## src/rtl/fold_mul_pkg.sv

```systemverilog
package fold_mul_pkg;

  // Counter width able to hold the value WIDTH itself (idle marker).
  function automatic int cnt_bits(input int width);
    return $clog2(width) + 1;
  endfunction

endpackage

```

## src/rtl/fold_mul_add.sv

```systemverilog
module fold_mul_add #(
  parameter int WIDTH = 32
) (
  input  logic             sel_bit,
  input  logic [WIDTH-1:0] mcand,
  input  logic [WIDTH-1:0] acc,
  output logic [WIDTH:0]   sum
);

  logic [WIDTH-1:0] term;

  // Partial term: multiplicand when the current multiplier bit is set.
  always_comb begin
    term = sel_bit ? mcand : '0;
    sum  = {1'b0, term} + {1'b0, acc};
  end

endmodule

```

## src/rtl/fold_mul_ctrl.sv

```systemverilog
module fold_mul_ctrl
  import fold_mul_pkg::*;
#(
  parameter int WIDTH = 32
) (
  input  logic clk,
  input  logic rst_n,
  input  logic start,
  output logic load,
  output logic step,
  output logic done
);

  localparam int CW = cnt_bits(WIDTH);
  localparam logic [CW-1:0] LAST = CW'(WIDTH);

  logic [CW-1:0] iter_q;

  always_ff @(posedge clk) begin
    if (!rst_n) begin
      iter_q <= LAST;
    end else if (start) begin
      iter_q <= '0;
    end else if (iter_q < LAST) begin
      iter_q <= iter_q + CW'(1);
    end
  end

  // Load has priority over a step of the running computation.
  assign load = start;
  assign step = !start && (iter_q < LAST);
  assign done = (iter_q == LAST);

  assert_iter_range_R3: assert property (@(posedge clk) disable iff (!rst_n)
    iter_q <= LAST);

  assert_start_zero_R2: assert property (@(posedge clk) disable iff (!rst_n)
    start |=> (iter_q == '0) && !done);

  assert_iter_advance_R3: assert property (@(posedge clk) disable iff (!rst_n)
    (!start && iter_q < LAST) |=> iter_q == $past(iter_q) + CW'(1));

  assert_restart_R6: assert property (@(posedge clk) disable iff (!rst_n)
    (start && !done) |=> !done);

endmodule

```

## src/rtl/fold_mul_dp.sv

```systemverilog
module fold_mul_dp #(
  parameter int WIDTH = 32
) (
  input  logic             clk,
  input  logic             rst_n,
  input  logic             load,
  input  logic             step,
  input  logic [WIDTH-1:0] op_a,
  input  logic [WIDTH-1:0] op_b,
  output logic [WIDTH-1:0] hi_word,
  output logic [WIDTH-1:0] lo_word
);

  logic [WIDTH-1:0] mplier_q;
  logic [WIDTH-1:0] mcand_q;
  logic [WIDTH-1:0] acc_q;
  logic [WIDTH-1:0] low_q;
  logic [WIDTH:0]   sum;

  fold_mul_add #(.WIDTH(WIDTH)) u_add (
    .sel_bit (mplier_q[0]),
    .mcand   (mcand_q),
    .acc     (acc_q),
    .sum     (sum)
  );

  always_ff @(posedge clk) begin
    if (!rst_n) begin
      mplier_q <= '0;
      mcand_q  <= '0;
      acc_q    <= '0;
      low_q    <= '0;
    end else if (load) begin
      mplier_q <= op_a;
      mcand_q  <= op_b;
      acc_q    <= '0;
    end else if (step) begin
      mplier_q <= mplier_q >> 1;
      acc_q    <= sum[WIDTH:1];
      low_q    <= {sum[0], low_q[WIDTH-1:1]};
    end
  end

  assign hi_word = acc_q;
  assign lo_word = low_q;

  assert_mcand_hold_R4: assert property (@(posedge clk) disable iff (!rst_n)
    !load |=> $stable(mcand_q));

endmodule

```

## src/rtl/fold_mul.sv

```systemverilog
module fold_mul #(
  parameter int WIDTH = 32
) (
  input  logic             clk,
  input  logic             rst_n,
  input  logic             start,
  input  logic [WIDTH-1:0] op_a,
  input  logic [WIDTH-1:0] op_b,
  output logic             done,
  output logic [WIDTH-1:0] prod_hi,
  output logic [WIDTH-1:0] prod_lo
);

  logic load;
  logic step;

  fold_mul_ctrl #(.WIDTH(WIDTH)) u_ctrl (
    .clk   (clk),
    .rst_n (rst_n),
    .start (start),
    .load  (load),
    .step  (step),
    .done  (done)
  );

  fold_mul_dp #(.WIDTH(WIDTH)) u_dp (
    .clk     (clk),
    .rst_n   (rst_n),
    .load    (load),
    .step    (step),
    .op_a    (op_a),
    .op_b    (op_b),
    .hi_word (prod_hi),
    .lo_word (prod_lo)
  );

  assert_idle_hold_R5: assert property (@(posedge clk) disable iff (!rst_n)
    (done && !start) |=> done && $stable(prod_hi) && $stable(prod_lo));

  assert_clear_hi_R2: assert property (@(posedge clk) disable iff (!rst_n)
    start |=> prod_hi == '0);

  assert_no_step_when_done_R1: assert property (@(posedge clk) disable iff (!rst_n)
    !start && done |=> !step);

endmodule

```

## config.mk

```make
export PLATFORM = sky130hd
export DESIGN_NAME = fold_mul
export DESIGN_NICKNAME = d
export VERILOG_FILES = /design/src/rtl/fold_mul_pkg.sv /design/src/rtl/fold_mul_add.sv /design/src/rtl/fold_mul_ctrl.sv /design/src/rtl/fold_mul_dp.sv /design/src/rtl/fold_mul.sv
export SDC_FILE = /design/constraint.sdc
export NUM_CORES = 1
export LEC_CHECK = 0
export BUFFER_PORTS_ARGS = -buffer_cell sky130_fd_sc_hd__clkbuf_2
export CAP_MARGIN = 20
export CORE_UTILIZATION = 56
export DETAILED_ROUTE_END_ITERATION = 10
export HOLD_SLACK_MARGIN = 0.05
export MAX_ROUTING_LAYER = met4
export PLACE_DENSITY = 0.8
export SYNTH_ARGS = -nofsm -noshare
export SYNTH_HDL_FRONTEND = slang
export SYNTH_SLANG_ARGS = --single-unit
```

## constraint.sdc

```tcl
create_clock -name clk -period 3.9 [get_ports clk]
set_clock_uncertainty 0.1 [all_clocks]
set_input_delay 1.17 -clock clk [delete_from_list [all_inputs] [get_ports clk]]
set_output_delay 1.17 -clock clk [all_outputs]
set_load 0.1 [all_outputs]
```

* Word level (Yosys, flattened, before mapping)
Index checks and enable logic that the tools add are counted.
Word-level totals: register bits 134, bits in latches 0, RAM bits 0, ROM bits 0, bits of input ports 67, output and inout port bits 65, word-level logic and storage cells 23, memories 0
Cells by class: $add $sub $neg 2, $mul 0, divide/modulo/power cells 0, magnitude comparators 1, eq/ne operators 1, shift-type cells 0, multiplexer cells 5, bitwise logic cells 2, reduce and logical (&&, ||, !) cells 6
Operators by type and width (count):
- 32-bit two-way mux | 3
- 32-bit by 32-bit adder with 33-bit output | 1
- 6-bit two-way mux | 2
- 6-bit by 1-bit adder with 6-bit output (second input constant) | 1
- 6-bit == test (second input constant) | 1
- 6-bit less-than comparator (second input constant) | 1
- 2-bit nonzero test | 2
- 1-bit inverter | 2
- 2-bit AND reduction | 1
- 2-bit OR reduction | 1
- 1-bit logical AND | 1
- 1-bit zero test | 1

* Logic depth before layout (Yosys ltp)
word-level depth 4, gate-level depth with buffers 13, depth with buffers taken out 11

* Cells and area by module
From an unflattened synthesis, not the netlist that was laid out.
Unflattened totals: cell total of the unflattened synthesis 786, area, all modules 7155.6 µm²
Modules (own cells, without submodules):
- fold_mul_dp | times used 1, cells an instance 489, area each 4894.7 µm², seq. area each 2562.5 µm²
- fold_mul_add | times used 1, cells an instance 264, area each 1954.4 µm², seq. area each 0.0 µm²
- fold_mul_ctrl | times used 1, cells an instance 33, area each 306.5 µm², seq. area each 120.1 µm²

* Worst setup path after synthesis
No wires, ideal clock.
kind reg-to-output, start register u_ctrl.iter_q[5], end output port done, arrival 3.569 ns, path slack -0.939 ns, cell stages (with the launch flop) 4, path buffers 1, cells stage by stage dfxtp_1 -> clkbuf_1 -> inv_1 -> nor4_1
Between the ends: longest elaborated chain between the ends 1
RTL lines:
- from (decl) | line fold_mul_ctrl.sv:17 | logic [CW-1:0] iter_q;
- from (signal assigned) | line fold_mul_ctrl.sv:25 | iter_q <= iter_q + CW'(1);
- 6-bit == test | line fold_mul_ctrl.sv:32 | assign done = (iter_q == LAST);
- to (decl) | line fold_mul.sv:9 | output logic done,
Every way passes these cells.

* Final worst setup path
start register u_dp.mplier_q[0], end register u_dp.acc_q[28], in the netlist u_dp.hi_word[28]
Between the ends: longest elaborated chain between the ends 2
RTL lines:
- from (decl) | line fold_mul_dp.sv:14 | logic [WIDTH-1:0] mplier_q;
- from (signal assigned) | line fold_mul_dp.sv:34 | mplier_q <= op_a;
- from (signal assigned) | line fold_mul_dp.sv:38 | mplier_q <= mplier_q >> 1;
- 32-bit two-way mux | line fold_mul_add.sv:14 | term = sel_bit ? mcand : '0;
- 32-bit by 32-bit adder with 33-bit output | line fold_mul_add.sv:15 | sum = {1'b0, term} + {1'b0, acc};
- to (signal assigned) | line fold_mul_dp.sv:39 | acc_q <= sum[WIDTH:1];
- to (decl) | line fold_mul_dp.sv:16 | logic [WIDTH-1:0] acc_q;
Every way passes these cells. A chain may end at the register's enable or synchronous reset.

==> impl_results.html <==
<table>
<tr><th>Metric</th><th>Value</th></tr>
<tr><th colspan="2">Synthesis</th></tr>
<tr><td>Gate Count Post-Synth</td><td>840</td></tr>
<tr><td>Share of synthesized registers carrying an async set or reset</td><td>0</td></tr>
<tr><td>Part of the Yosys area used for sequential elements</td><td>0.371</td></tr>
<tr><td>Fraction of the mapped netlist area in simple logic gates</td><td>0.208</td></tr>
<tr><td>Average footprint of a synthesized cell</td><td>8.60 um2</td></tr>
<tr><td>Largest family of logic cells by synthesized area</td><td>simple AND/OR/NAND/NOR gates</td></tr>
<tr><td>Count of state elements after synthesis</td><td>134</td></tr>
<tr><td>Ys flop type</td><td>dfxtp_1</td></tr>
<tr><td>Mapped Area</td><td>7220 um2</td></tr>
<tr><td>Count of flip-flops with a built-in enable after synthesis</td><td>0</td></tr>
<tr><td>Adder-cell share of the synthesized area</td><td>0.0617</td></tr>
<tr><td>Total nets after synthesis</td><td>942</td></tr>
<tr><td>Synthesis warning total</td><td>0</td></tr>
<tr><td>XOR/XNOR Fraction of Synth Area</td><td>0.0364</td></tr>
<tr><td>Multiplexer fraction of the synthesized cell area</td><td>0.101</td></tr>
<tr><td>Count of cell types in the netlist</td><td>52</td></tr>
<tr><td>Complex-gate fraction of the synthesized area</td><td>0.186</td></tr>
<tr><th colspan="2">CTS</th></tr>
<tr><td>Cts repair resizes</td><td>0</td></tr>
<tr><td>Clock tree from TritonCTS</td><td>built</td></tr>
<tr><td>Clock slew at the register clock pins of the worst setup and hold paths</td><td>roughly 60 ps</td></tr>
<tr><td>Count of hold-fix buffers inserted at cts</td><td>0</td></tr>
<tr><td>Count of H-tree levels built during CTS</td><td>4</td></tr>
<tr><td>Source-to-sink clock delay at the later pin of the worst-skew pair</td><td>about 420 ps</td></tr>
<tr><td>Total clock sinks</td><td>approximately 130</td></tr>
<tr><td>Number of buffers inserted during clock tree synthesis</td><td>17</td></tr>
<tr><td>Setup bufs post-CTS</td><td>0</td></tr>
<tr><td>Maximum number of buffers from clock root to sink</td><td>2</td></tr>
<tr><td>Clock tree root driver cell</td><td>clkbuf_16</td></tr>
<tr><th colspan="2">Worst hold path</th></tr>
<tr><td>Terminating pin of the worst hold path</td><td>u_dp.lo_word[0]$_SDFFE_PN0P_</td></tr>
<tr><td>Critical hold path startpoint</td><td>u_dp.lo_word[0]$_SDFFE_PN0P_</td></tr>
<tr><td>Type of the most critical hold path</td><td>reg2reg</td></tr>
<tr><td>Hold path cells</td><td>2</td></tr>
<tr><th colspan="2">Floorplan</th></tr>
<tr><td>Overall die area</td><td>between 10000 and 15000 um2</td></tr>
<tr><td>Number of rows created at floorplan</td><td>41</td></tr>
<tr><td>Die span in x</td><td>116 um</td></tr>
<tr><td>Placeable core region</td><td>approximately 13000 um2</td></tr>
<tr><td>Initial cell density of the core</td><td>0.572</td></tr>
<tr><td>Number of primary I/O pins</td><td>132</td></tr>
<tr><td>Die span in y</td><td>116 um</td></tr>
<tr><th colspan="2">Worst setup path</th></tr>
<tr><td>Maximum fanout encountered on the critical timing path</td><td>29</td></tr>
<tr><td>Required time of the worst setup path</td><td>4060 ps</td></tr>
<tr><td>Launch point of the worst reg-to-reg path</td><td>u_dp.mplier_q[0]$_SDFFE_PN0P_</td></tr>
<tr><td>Destination of the worst register-to-register timing path</td><td>u_dp.hi_word[28]$_SDFFE_PP0P_</td></tr>
<tr><td>Endpoint arrival time on the critical path</td><td>3260 ps</td></tr>
<tr><td>Capturing element type of the critical path</td><td>register</td></tr>
<tr><td>Reg2Reg Setup Slack</td><td>800 ps</td></tr>
<tr><td>Type of the worst setup path</td><td>reg2reg</td></tr>
<tr><td>Worst Reg-to-Reg Cells</td><td>11</td></tr>
<tr><td>CP startpoint kind</td><td>register</td></tr>
<tr><th colspan="2">Cells and area</th></tr>
<tr><td>Proportion of layout cells with a drive suffix above 1</td><td>0.192</td></tr>
<tr><td>Diode count</td><td>0</td></tr>
<tr><td>Nets</td><td>1048</td></tr>
<tr><td>Filler-free cell count of the finished design</td><td>1131</td></tr>
<tr><td>Synthesis-to-layout area growth</td><td>18.6%</td></tr>
<tr><th colspan="2">Global routing</th></tr>
<tr><td>Antenna violations before repair</td><td>0</td></tr>
<tr><td>Largest net degree at the start of global routing</td><td>98</td></tr>
<tr><td>Global-route wire length before repair</td><td>27200 um</td></tr>
<tr><td>GRT Util Overall</td><td>0.267</td></tr>
<tr><td>Grt total ovfl</td><td>0</td></tr>
<tr><td>Via count of the first global-routing pass</td><td>5833</td></tr>
<tr><th colspan="2">Placement</th></tr>
<tr><td>Detail Placement HPWL</td><td>11500 um</td></tr>
<tr><td>Final RePlAce weighted congestion</td><td>0.910</td></tr>
<tr><td>Count of input and output buffers</td><td>about 130</td></tr>
<tr><td>Number of placed cells counting well taps</td><td>1099</td></tr>
<tr><td>Worst setup slack after placement</td><td>858 ps</td></tr>
<tr><th colspan="2">STA</th></tr>
<tr><td>Setup Total Neg Slack</td><td>0 ps</td></tr>
<tr><td>Minimum clock period after layout</td><td>3100 ps</td></tr>
<tr><td>Worst slack on hold paths</td><td>372 ps</td></tr>
<tr><td>Remaining max-slew budget at the tightest pin</td><td>0.269</td></tr>
<tr><td>Transition time at the pin with the least slew margin</td><td>1100 ps</td></tr>
<tr><td>Period utilization</td><td>0.795</td></tr>
<tr><td>Setup repair after global routing missed its margin</td><td>no</td></tr>
<tr><td>Count of final max-slew check failures</td><td>0</td></tr>
<tr><td>Number of setup violations in the final report</td><td>0</td></tr>
<tr><td>Worst setup margin</td><td>800 ps</td></tr>
<tr><td>Highest achievable clock rate</td><td>323 MHz</td></tr>
<tr><td>Final Hold Violating Endpoints</td><td>0</td></tr>
<tr><th colspan="2">Routing</th></tr>
<tr><td>Antenna Nets Post-Route</td><td>0</td></tr>
<tr><td>Vias per inst</td><td>5.43</td></tr>
<tr><td>First DRT Iteration DRCs</td><td>334</td></tr>
<tr><td>DRC errors left</td><td>0</td></tr>
<tr><td>Routed wire length</td><td>approximately 16000 um</td></tr>
<tr><td>Avg WL per Cell</td><td>14.4 um</td></tr>
<tr><td>Number of vias in the routed layout</td><td>6146</td></tr>
<tr><td>Detailed-router iteration count before antenna repair</td><td>4</td></tr>
<tr><th colspan="2">Power</th></tr>
<tr><td>Cell internal pwr</td><td>~2.6 mW</td></tr>
<tr><td>Pwr/cell area</td><td>396 nW/um2</td></tr>
<tr><td>P_leak</td><td>3.83 nW</td></tr>
<tr><td>Switching power as a share of total power</td><td>0.244</td></tr>
<tr><td>Part of the power in combinational logic</td><td>0.096</td></tr>
<tr><td>Portion of total power attributed to the clock network</td><td>0.478</td></tr>
<tr><td>IR drop worst, VDD</td><td>approximately 370 uV</td></tr>
<tr><td>Switching Power</td><td>a little over 0.8 mW</td></tr>
<tr><td>Flop pwr share</td><td>0.426</td></tr>
<tr><th colspan="2">Run status</th></tr>
<tr><td>Outcome</td><td>complete, no violations</td></tr>
<tr><th colspan="2">Flow run</th></tr>
<tr><td>Maximum capacitance violations</td><td>0</td></tr>
</table>
-- final cells by class --
class / count / area (um2)
multi-input combinational: 637 / 4290
fill: 1083 / 4050
sequential: 134 / 2690
timing repair buffer: 138 / 711
clock buffer: 21 / 450
tap: 172 / 215
clock inverter: 11 / 150
inverter: 18 / 67.6
-- layout by cell type, fill, tap and decap left out, types with 5 or more instances in the layout --
master	count
mux2i_1	73
buf_4	8
a31oi_1	5
a221oi_1	6
a21boi_0	34
clkbuf_2	130
inv_1	18
a21oi_1	34
nor2b_1	36
a21o_1	14
ha_1	34
and3_1	7
xor2_1	14
a41oi_1	6
dfxtp_1	133
nor2_1	49
clkbuf_16	17
nand2_1	120
xnor2_1	16
o21a_1	7
nand3_1	10
nand2b_1	6
o21ai_0	51
and2_1	66
a211oi_1	6
-- sequential cells by signal, summed over array words and instances, names as in the netlist --
name / cells
u_dp.hi_word: 32
u_dp.lo_word: 32
u_dp.mcand_q: 32
u_dp.mplier_q: 32
u_ctrl.iter_q: 6
-- power groups by stage --
stage | Combinational, mW | Clock [mW] | Sequential, mW
after CTS | 0.328 | 1.64 | 1.44
final | 0.326 | 1.62 | 1.44
after floorplan | 0.206 | 0 | 1.50
after global routing | 0.360 | 1.71 | 1.45
after global placement | 0.321 | 0 | 1.47
after detailed placement | 0.326 | 0 | 1.47
-- per-layer routing --
metal | global-route usage | up-vias | wire [um]
li1 | - | 3113 | -
met1 | 0.328 | 2854 | 7510
met2 | 0.418 | 158 | 7550
met3 | 0.0805 | 21 | 987
met4 | 0.0909 | 0 | 289
met5 | - | - | 0
-- cell families after synthesis --
logic type / count (synthesis)
buffers and inverters: 69
xor gates and xnor gates: 30
muxes: 73
AOI/OAI and AO/OA: 190
and+or+nand+nor: 309
adders and majority gates: 35
DFF: 134
-- metrics by stage --
step	area [um2]	power (mW)	utilization
final	8570	3.39	0.679
after global routing	8570	3.52	0.679
after CTS	8570	3.41	0.679
after detailed placement	7970	1.80	0.632
after global placement	7970	1.79	0.632
after floorplan	7230	1.71	-
-- worst max path at each step --
stage	start	endpoint	slack [ps]
finish	u_dp.mplier_q[0]$_SDFFE_PN0P_	u_dp.hi_word[28]$_SDFFE_PP0P_	800
detailed placement	u_dp.mplier_q[0]$_SDFFE_PN0P_	u_dp.hi_word[26]$_SDFFE_PP0P_	860
global placement	u_dp.mplier_q[0]$_SDFFE_PN0P_	u_dp.hi_word[25]$_SDFFE_PP0P_	940
global route	u_dp.mplier_q[0]$_SDFFE_PN0P_	u_dp.hi_word[29]$_SDFFE_PP0P_	560
CTS	u_dp.mplier_q[0]$_SDFFE_PN0P_	u_dp.hi_word[28]$_SDFFE_PP0P_	820
floorplan	u_ctrl.iter_q[5]$_SDFFE_PN1P_	done	230
-- critical path, cell delays in order (launching register included) --
cell and delay, ps:
dfxtp_1 360, buf_4 300, and2_1 170, ha_1 270, o21ai_0 310, a21boi_0 150, o22a_2 270, a31oi_4 250
o31ai_4 140, a41oi_1 300, xor2_1 230, a221oi_2 80
-- synthesized netlist by cell type (4+ instances only) --
master | instances | share of area
dfxtp_1 | 134 | 0.37
mux2i_1 | 73 | 0.10
nand2_1 | 120 | 0.062
o21bai_1 | 4 | 0.0042
and3_1 | 7 | 0.0061
a221oi_1 | 6 | 0.0073
and2_1 | 66 | 0.057
a211oi_1 | 6 | 0.0062
xnor2_1 | 16 | 0.019
inv_1 | 18 | 0.0094
xor2_1 | 14 | 0.017
clkbuf_1 | 47 | 0.024
a41oi_1 | 6 | 0.0073
o21ai_0 | 51 | 0.035
o21a_1 | 7 | 0.0073
o22ai_1 | 4 | 0.0035
a21oi_1 | 34 | 0.024
a31oi_1 | 5 | 0.0043
a21o_1 | 14 | 0.015
nor2_1 | 50 | 0.026
nand3_1 | 10 | 0.0069
nor3_1 | 4 | 0.0028
a21boi_0 | 34 | 0.035
ha_1 | 34 | 0.059
nor2b_1 | 36 | 0.031
nand2b_1 | 6 | 0.0052
Power figures use the tool's default switching activity.
